**src/rtl/tlb_pkg.sv**
```systemverilog
package tlb_pkg;
  typedef enum logic [1:0] {
    ACC_READ  = 2'd0,
    ACC_WRITE = 2'd1,
    ACC_EXEC  = 2'd2
  } acc_e;

  localparam int PERM_R = 0;
  localparam int PERM_W = 1;
  localparam int PERM_X = 2;
  localparam int PERM_W_BITS = 3;
endpackage

```
**src/rtl/tlb_match.sv**
```systemverilog
module tlb_match #(
  parameter int ENTRIES = 8,
  parameter int PID_W   = 8,
  parameter int VPN_W   = 20,
  parameter int IDX_W   = 3
) (
  input  logic [ENTRIES-1:0]            valid,
  input  logic [ENTRIES-1:0][PID_W-1:0] pid_tab,
  input  logic [ENTRIES-1:0][VPN_W-1:0] vpn_tab,
  input  logic [PID_W-1:0]              key_pid,
  input  logic [VPN_W-1:0]              key_vpn,
  output logic                          hit,
  output logic [IDX_W-1:0]              idx
);
  logic [ENTRIES-1:0] eq;

  for (genvar g = 0; g < ENTRIES; g++) begin : g_cmp
    assign eq[g] = valid[g] && (pid_tab[g] == key_pid) && (vpn_tab[g] == key_vpn);
  end

  always_comb begin
    hit = |eq;
    idx = '0;
    for (int i = ENTRIES - 1; i >= 0; i--) begin
      if (eq[i]) idx = IDX_W'(i);
    end
  end
endmodule

```
**src/rtl/tlb_victim.sv**
```systemverilog
module tlb_victim #(
  parameter int ENTRIES = 8,
  parameter int IDX_W   = 3
) (
  input  logic [ENTRIES-1:0] valid,
  input  logic [ENTRIES-1:0] used,
  input  logic [IDX_W-1:0]   hand,
  output logic               inv_any,
  output logic [IDX_W-1:0]   inv_idx,
  output logic [IDX_W-1:0]   sweep_idx,
  output logic [ENTRIES-1:0] sweep_clr,
  output logic [IDX_W-1:0]   hand_next
);
  always_comb begin
    inv_any = 1'b0;
    inv_idx = '0;
    for (int i = ENTRIES - 1; i >= 0; i--) begin
      if (!valid[i]) begin
        inv_any = 1'b1;
        inv_idx = IDX_W'(i);
      end
    end
  end

  always_comb begin : sweep
    logic found;
    int   pos;
    found     = 1'b0;
    sweep_idx = hand;
    sweep_clr = '0;
    for (int k = 0; k < ENTRIES; k++) begin
      pos = int'(hand) + k;
      if (pos >= ENTRIES) pos = pos - ENTRIES;
      if (!found) begin
        if (!used[pos]) begin
          found     = 1'b1;
          sweep_idx = IDX_W'(pos);
        end else begin
          sweep_clr[pos] = 1'b1;
        end
      end
    end
    hand_next = (int'(sweep_idx) == ENTRIES - 1) ? '0 : sweep_idx + 1'b1;
  end
endmodule

```
**src/rtl/pid_tlb.sv**
```systemverilog
module pid_tlb #(
  parameter int ENTRIES   = 8,
  parameter int PID_W     = 8,
  parameter int VA_W      = 32,
  parameter int PAGE_BITS = 12,
  parameter int PPN_W     = 20
) (
  input  logic                    clk,
  input  logic                    rst_n,
  input  logic                    flush,
  input  logic                    req_valid,
  input  logic [VA_W-1:0]         req_va,
  input  logic [PID_W-1:0]        req_pid,
  input  logic [1:0]              req_acc,
  output logic                    rsp_hit,
  output logic                    rsp_miss,
  output logic                    rsp_fault,
  output logic [PPN_W+PAGE_BITS-1:0] rsp_pa,
  input  logic                    fill_valid,
  output logic                    fill_ready,
  input  logic [PID_W-1:0]        fill_pid,
  input  logic [VA_W-PAGE_BITS-1:0] fill_vpn,
  input  logic [PPN_W-1:0]        fill_ppn,
  input  logic [2:0]              fill_perm,
  input  logic                    fill_dirty
);
  import tlb_pkg::*;

  localparam int VPN_W = VA_W - PAGE_BITS;
  localparam int IDX_W = (ENTRIES > 1) ? $clog2(ENTRIES) : 1;

  logic [ENTRIES-1:0]                  valid_q, used_q, dirty_q;
  logic [ENTRIES-1:0][PID_W-1:0]       pid_q;
  logic [ENTRIES-1:0][VPN_W-1:0]       vpn_q;
  logic [ENTRIES-1:0][PPN_W-1:0]       ppn_q;
  logic [ENTRIES-1:0][PERM_W_BITS-1:0] perm_q;
  logic [IDX_W-1:0]                    hand_q;

  logic [VPN_W-1:0] lk_vpn;
  logic             lk_match, lk_allowed, lk_clean_wr;
  logic [IDX_W-1:0] lk_idx;
  logic [PERM_W_BITS-1:0] lk_perm;

  logic             fm_hit, inv_any, fill_go, do_sweep;
  logic [IDX_W-1:0] fm_idx, inv_idx, sweep_idx, hand_next, target;
  logic [ENTRIES-1:0] sweep_clr, used_n;

  assign lk_vpn = req_va[VA_W-1:PAGE_BITS];

  tlb_match #(.ENTRIES(ENTRIES), .PID_W(PID_W), .VPN_W(VPN_W), .IDX_W(IDX_W)) u_look (
    .valid(valid_q), .pid_tab(pid_q), .vpn_tab(vpn_q),
    .key_pid(req_pid), .key_vpn(lk_vpn), .hit(lk_match), .idx(lk_idx)
  );

  tlb_match #(.ENTRIES(ENTRIES), .PID_W(PID_W), .VPN_W(VPN_W), .IDX_W(IDX_W)) u_fmatch (
    .valid(valid_q), .pid_tab(pid_q), .vpn_tab(vpn_q),
    .key_pid(fill_pid), .key_vpn(fill_vpn), .hit(fm_hit), .idx(fm_idx)
  );

  tlb_victim #(.ENTRIES(ENTRIES), .IDX_W(IDX_W)) u_victim (
    .valid(valid_q), .used(used_q), .hand(hand_q),
    .inv_any(inv_any), .inv_idx(inv_idx),
    .sweep_idx(sweep_idx), .sweep_clr(sweep_clr), .hand_next(hand_next)
  );

  // Lookup: permission and clean-page write detection
  assign lk_perm = perm_q[lk_idx];
  always_comb begin
    case (req_acc)
      ACC_READ:  lk_allowed = lk_perm[PERM_R];
      ACC_WRITE: lk_allowed = lk_perm[PERM_W];
      ACC_EXEC:  lk_allowed = lk_perm[PERM_X];
      default:   lk_allowed = 1'b0;
    endcase
  end
  assign lk_clean_wr = (req_acc == ACC_WRITE) && !dirty_q[lk_idx];

  assign rsp_fault = req_valid && lk_match && !lk_allowed;
  assign rsp_hit   = req_valid && lk_match && lk_allowed && !lk_clean_wr;
  assign rsp_miss  = req_valid && (!lk_match || (lk_allowed && lk_clean_wr));
  assign rsp_pa    = rsp_hit ? {ppn_q[lk_idx], req_va[PAGE_BITS-1:0]} : '0;

  // Refill slot choice: in place, then empty slot, then clock sweep
  assign fill_ready = !flush;
  assign fill_go    = fill_valid && fill_ready;
  assign do_sweep   = fill_go && !fm_hit && !inv_any;
  assign target     = fm_hit ? fm_idx : (inv_any ? inv_idx : sweep_idx);

  always_comb begin
    used_n = used_q;
    if (do_sweep) used_n = used_n & ~sweep_clr;
    if (rsp_hit)  used_n[lk_idx] = 1'b1;
    if (fill_go)  used_n[target] = 1'b1;
  end

  always_ff @(posedge clk) begin
    if (!rst_n) begin
      valid_q <= '0;
      used_q  <= '0;
      dirty_q <= '0;
      hand_q  <= '0;
      pid_q   <= '0;
      vpn_q   <= '0;
      ppn_q   <= '0;
      perm_q  <= '0;
    end else begin
      used_q <= used_n;
      if (do_sweep) hand_q <= hand_next;
      if (flush) begin
        valid_q <= '0;
      end else if (fill_go) begin
        valid_q[target] <= 1'b1;
        pid_q[target]   <= fill_pid;
        vpn_q[target]   <= fill_vpn;
        ppn_q[target]   <= fill_ppn;
        perm_q[target]  <= fill_perm;
        dirty_q[target] <= fill_dirty;
      end
    end
  end
endmodule

```
**config.mk**
```make
export PLATFORM = sky130hd
export DESIGN_NAME = pid_tlb
export DESIGN_NICKNAME = d
export VERILOG_FILES = /design/src/rtl/tlb_pkg.sv /design/src/rtl/tlb_match.sv /design/src/rtl/tlb_victim.sv /design/src/rtl/pid_tlb.sv
export SDC_FILE = /design/constraint.sdc
export NUM_CORES = 2
export LEC_CHECK = 0
export ABC_AREA = 0
export BUFFER_PORTS_ARGS = -buffer_cell sky130_fd_sc_hd__clkbuf_2
export CORE_AREA = 4 4 249 251
export DETAILED_ROUTE_END_ITERATION = 8
export DIE_AREA = 0 0 253 255
export PLACE_DENSITY = 0.72
export SETUP_SLACK_MARGIN = 0.5
export SKIP_CTS_REPAIR_TIMING = 1
export SLEW_MARGIN = 40
export SYNTH_ARGS = -nofsm -noshare
export SYNTH_HDL_FRONTEND = slang
export SYNTH_SLANG_ARGS = --single-unit
```
**constraint.sdc**
```tcl
create_clock -name clk -period 6.07 [get_ports clk]
set_clock_uncertainty 0.1 [all_clocks]
set_input_delay 0.3035 -clock clk [delete_from_list [all_inputs] [get_ports clk]]
set_output_delay 0.3035 -clock clk [all_outputs]
set_load 0.03 [all_outputs]
```
# After elaboration in Yosys (flattened, before gate mapping)
# Cells that the tools add are included.
[totals]
out_inout_bits = 36
regBits = 435
[classes]
eq_ne = 35
n_lt_le_gt_ge = 28
n_reduce_logical = 65
n_addsub = 16
muxes = 152
n_bitwise = 14
[op_table]
columns = ["operator", "n"]
rows = [
  ["$bwmux 160", 2],
  ["$eq 20x20->1", 16],
  ["$mux 32", 9],
  ["$ge 32x1->1 const B", 8],
  ["$lt 32x5->1 const B", 8],
  ["$ge 32x5->1 const B", 7],
  ["$sub 32x5->32 const B", 7],
  ["$mux 8", 19],
  ["$mux 3", 44],
  ["$eq 8x8->1", 16],
  ["$or 8x8->8", 10],
  ["$bwmux 64", 1],
  ["$bmux 20 s3", 1],
  ["$demux 20 s3", 1],
  ["$logic_and 1x1->1", 52],
  ["$mux 1", 48],
  ["$mux 20", 2],
  ["$demux 1 s3", 10],
  ["$bmux 1 s3", 9],
  ["$bwmux 24", 1],
  ["$demux 8 s3", 1],
  ["$add 3x3->4 const B", 4],
  ["$reduce_or 8->1", 2],
  ["$bmux 3 s3", 1],
  ["other kinds (21)", 31],
]

# Logic depth before layout (Yosys ltp)
[depth]
word_depth = 35
depth_mapped = 21
depth_no_buf = 12

# Modules after synthesis
# Synthesis repeated with hierarchy kept, for this count alone.
[hier_totals]
cells_unflattened = 3119
area_unflattened_um2 = 25622.1
[by_module_without_submodules]
columns = ["mod", "area_each_um2", "cells_per_inst", "seq_area_each_um2", "n_inst"]
rows = [
  ["pid_tlb", 18504.0, 2196, 8708.4, 1],
  ["tlb_match", 2751.4, 359, 0.0, 2],
  ["tlb_victim", 1615.3, 205, 0.0, 1],
]

# Least setup slack after synthesis
# No wires, ideal clock.
[synth_timing]
kind = "register -> register"
from = "reg hand_q[0]"
to = "reg pid_q[17] (netlist bit)"
setup_ns = 0.132
t_arrival_ns = 4.375
stages_incl_launch_ff = 19
synth_period_minus_slack_ns = 4.608
t_required_ns = 5.838
slack_ns = 1.462
path_cell_list = "dfxtp_1 > buf_4 > inv_1 > buf_4 > clkbuf_1 > ha_1 > buf_6 > mux4_2 > mux2i_4 > or3b_1 > a311o_1 > a21oi_2 > nor3b_2 > o21a_1 > or3_4 > buf_6 > clkbuf_2 > o21ai_0 > a21oi_1"
[synth_between]
elab_chain_cells = 27
word_cells_on_any_way = 91
classes_between = "add/sub (15); order compare (10); mux (65); reduce/logical (1)"
[synth_lines]
columns = ["item", "line", "source"]
rows = [
  ["from (decl)", "pid_tlb.sv:37", "logic [IDX_W-1:0] hand_q;"],
  ["from (signal assigned)", "pid_tlb.sv:108", "if (do_sweep) hand_q <= hand_next;"],
  ["$add 3x1->4, or another cell as far along", "tlb_victim.sv:32", "pos = int'(hand) + k;"],
  ["$sub 32x5->32, or another cell as far along", "tlb_victim.sv:33", "if (pos >= ENTRIES) pos = pos - ENTRIES;"],
  ["$mux 32 or $bmux 1 s3 (tied branches)", "tlb_victim.sv:33, tlb_victim.sv:35", ""],
  ["$bmux 1 s3 or $mux 1 (tied branches)", "tlb_victim.sv:35", "if (!used[pos]) begin"],
  ["$mux 1 (not written as such)", "tlb_victim.sv:35", ""],
  ["$mux 1 (not written as such) or $mux 3 (tied branches)", "tlb_victim.sv:35", ""],
  ["$mux 3", "tlb_victim.sv:35", ""],
  ["$mux 3", "tlb_victim.sv:34", "if (!found) begin"],
  ["(+10 left out)", "n/a", ""],
  ["$mux 3", "tlb_victim.sv:35", ""],
  ["$mux 3 (*)", "tlb_victim.sv:34", ""],
  ["$mux 3 (*) (2 in series)", "pid_tlb.sv:87", "assign target = fm_hit ? fm_idx : (inv_any ? inv_idx : sweep_idx);"],
  ["$lt 3x4->1 (not written as such) or $ge 3x1->1 (tied branches)", "pid_tlb.sv:113", "pid_q[target] <= fill_pid;"],
  ["$logic_and 1x1->1 (not written as such)", "pid_tlb.sv:113", ""],
  ["$mux 8 (not written as such)", "pid_tlb.sv:113", ""],
  ["$demux 8 s3 (*)", "pid_tlb.sv:113", ""],
  ["$bwmux 64 (*)", "pid_tlb.sv:113", ""],
  ["to (signal, indexed assignment)", "pid_tlb.sv:113", ""],
  ["to (decl)", "pid_tlb.sv:33", "logic [ENTRIES-1:0][PID_W-1:0] pid_q;"],
]
# Every way passes the cells marked *; elsewhere a longest branch is shown, timed or not. The select of a mux whose other input is x is not followed.
# A chain may end at the register's enable or synchronous reset.

# Worst setup path after layout
[layout_timing]
from = "reg vpn_q[41] (netlist bit)"
to = "out rsp_pa[17]"
[layout_between]
elab_chain_cells = 12
word_cells_on_any_way = 20
classes_between = "eq/ne (1); mux (11); reduce/logical (8)"
[layout_lines]
columns = ["item", "line", "source"]
rows = [
  ["from (decl)", "pid_tlb.sv:34", "logic [ENTRIES-1:0][VPN_W-1:0] vpn_q;"],
  ["from (signal, indexed assignment)", "pid_tlb.sv:114", "vpn_q[target] <= fill_vpn;"],
  ["$eq 20x20->1 (*)", "tlb_match.sv:18", "assign eq[g] = valid[g] && (pid_tab[g] == key_pid) && (vpn_tab[g] == key_vpn);"],
  ["$logic_and 1x1->1 (*)", "tlb_match.sv:18", ""],
  ["branches (longest 9 deep; another with $mux 3)", "n/a", ""],
  ["$mux 32 (*)", "pid_tlb.sv:81", "assign rsp_pa = rsp_hit ? {ppn_q[lk_idx], req_va[PAGE_BITS-1:0]} : '0;"],
  ["to (decl)", "pid_tlb.sv:18", "output logic [PPN_W+PAGE_BITS-1:0] rsp_pa,"],
]
# Mark *: on every way between the ends. The select of a mux whose other input is x is not followed.

==> results.cfg <==
[synthesis]
ys_ff_latch = 435
synthCells = 3432
yosysWarnings = 0
synth_seq_area_share = 0.325
synth.avg_cell_area_um2 = 7.80
synthDistinctLibCells = 90
async_reset_ff_frac = 0
syn_area_um2 = 26800
syn-num-nets = 3540
synth_edf_count = 0
ys.flop_type = dfxtp_1

[cts]
clock-sinks = 435
path_clk_slew_ns = 0.06
numCtsBuffers = 47
cts_root_buffer = clkbuf_16
tritoncts = built
cts_buffer_depth = 3
clkLatencyLatePin_ns = 0.63
h-tree-depth = 2

[floorplan]
start_util = 0.447
dieArea_um2 = 64500
fp.dieH_um = 255
coreArea_um2 = 59900
rows = 90
io-pin-count = 135
die_width_um = 253

[timing]
fmax_mhz = 183
period_minus_slack_ns = 5.46
whs_ns = -0.0248
min_period_over_period = 0.900
worstMarginPinSlew_ns = 1.03
tns_ns = 0
slew_headroom = 0.295
drv_slew = 0
rsz0062_at_grt = no
setup_violations = 0
hold_viol = 1

[run]
drv_cap = 0

[final_layout]
final_common_cell = a21oi_1
layout_common_cells = 448 x a21oi_1, 444 x nand3_1, 437 x o21ai_0
antennaDiodeCount = 0
syn_to_final_growth_pct = 10.3
multi_input_area_um2 = 16400
nets = 3441
fillers = 5801
drive_gt1_frac = 0.111
seqCellArea_um2 = 8710

[status]
violations = hold timing
status = finished, violations left

[global_routing]
gr-total-overflow = 0
grt_pass1_wl_mm = 159
grt_pass1_vias = 24200
antenna_found_initial = 2
grt_max_degree = 193
track_usage = 0.317

[power]
ir_worst_vdd_uv = 200
internal_power_mw = 4.80
clkPwrFrac = 0.457
pwr-share-comb = 0.105
switchingPower_mw = 1.82
p_total_mw = 6.62
power_density_nw_per_um2 = 224
leakage_nw = 9.30
seqPwrFrac = 0.438
power.share.switching = 0.275

[placement]
gp_congestion = 1.11
numPortBuffers = 134
dp_hpwl_mm = 71.6

[setup_path]
worstPathRequired_ns = 5.67
r2r_cells = 13
arrival_ns = 5.06
worstSetupEndpointType = output port
path_class = reg -> out
path_max_fanout = 33
start_kind = register

[route]
avgViaCountPerCell = 6.65
drt-pass1-iter-count = 6
wl_per_cell_um = 26.0
num_vias = 27600
antenna_left = 0
drt_iter0_drc = 4364
drc = 0
routed_wl_mm = 108

[min_path]
hold_depth = 3
hold_path.class = in -> reg
## final cells by class
type | instances | area share
Timing Repair Buffer | 232 | 0.0573
Multi-Input combinational cell | 2588 | 0.555
Sequential cell | 435 | 0.295
Clock inverter | 20 | 0.00920
Inverter | 29 | 0.00411
Clock buffer | 65 | 0.0462
Tap cell | 782 | 0.0331
## registers in the layout, summed over array words and instances (netlist names)
register  cells
hand_q        3
pid_q        64
valid_q       8
dirty_q       8
perm_q       24
ppn_q       160
vpn_q       160
used_q        8
## cell usage after synthesis, types with 24 or more instances
library cell | number | area [um^2]
a21oi_1 | 449 | 2250
nand3_1 | 446 | 2230
o21ai_0 | 437 | 2190
dfxtp_1 | 435 | 8710
xnor2_1 | 335 | 2930
clkbuf_1 | 213 | 800
nand4_1 | 146 | 913
buf_2 | 119 | 596
xor2_1 | 113 | 990
nand2_1 | 111 | 417
nor4_1 | 71 | 444
nor2_1 | 62 | 233
mux2i_1 | 59 | 591
inv_1 | 29 | 109
buf_4 | 24 | 180
## per-stage QoR
| step | utilization | hold WS (ns) | worst slack, ns | std cells | area (um^2) |
|---|---|---|---|---|---|
| floorplan | - | 0.349 | 1.46 | 3432 | 26800 |
| global placement | 0.460 | 0.360 | 0.657 | 4041 | 27600 |
| detailed placement | 0.460 | 0.366 | 0.640 | 4041 | 27600 |
| CTS | 0.488 | -0.0905 | 0.265 | 4126 | 29200 |
| global route | 0.493 | 0.00129 | 0.509 | 4151 | 29500 |
| finish | 0.493 | -0.0248 | 0.607 | 4151 | 29500 |
## per-layer routing
layer	up-vias	wire length [um]	global-route usage	share of wire
met5	-	30	0	0.00028
met3	278	14800	0.0897	0.14
met2	1919	44000	0.443	0.41
met1	13200	44200	0.463	0.41
met4	4	4860	0.119	0.045
li1	12200	-	-	-
## kinds of logic after synthesis
group                    synth area share
AND/OR/NAND/NOR                     0.204
AO/OA/AOI/OAI                       0.211
buffers and inverters              0.0688
adder cells (fa/ha/maj)           0.00421
multiplexers                       0.0394
flip-flops                          0.325
XOR/XNOR                            0.147
## worst paths after layout
path | start | slack [ns] | end
max reg2reg | hand_q[1] | 1.00 | vpn_q[120]
min reg2reg | ppn_q[19] | 0.37 | ppn_q[19]
min | rst_n | -0.02 | used_q[6]
max | vpn_q[41] | 0.61 | rsp_pa[17]
## power groups by stage
stage	Sequential, mW	Combinational, mW	Clock, mW
after detailed placement	2.96	0.647	0
after floorplan	2.95	0.443	0
after global placement	2.96	0.650	0
after CTS	2.90	0.650	3.04
final	2.90	0.696	3.03
after global routing	2.90	0.722	3.14
## critical path, cell delays in order (launching register included)
cell and delay [ns]:
dfxtp_1 0.55, xnor2_1 0.21, nand4_1 0.13, nor4_1 0.46
nand4_1 0.48, or3_2 0.82, o221ai_1 0.29, a221oi_1 0.09
a31oi_2 0.46, o211a_4 0.45, and4_1 0.25, clkbuf_2 0.21
Note: power is estimated with default switching activity, not from simulation.
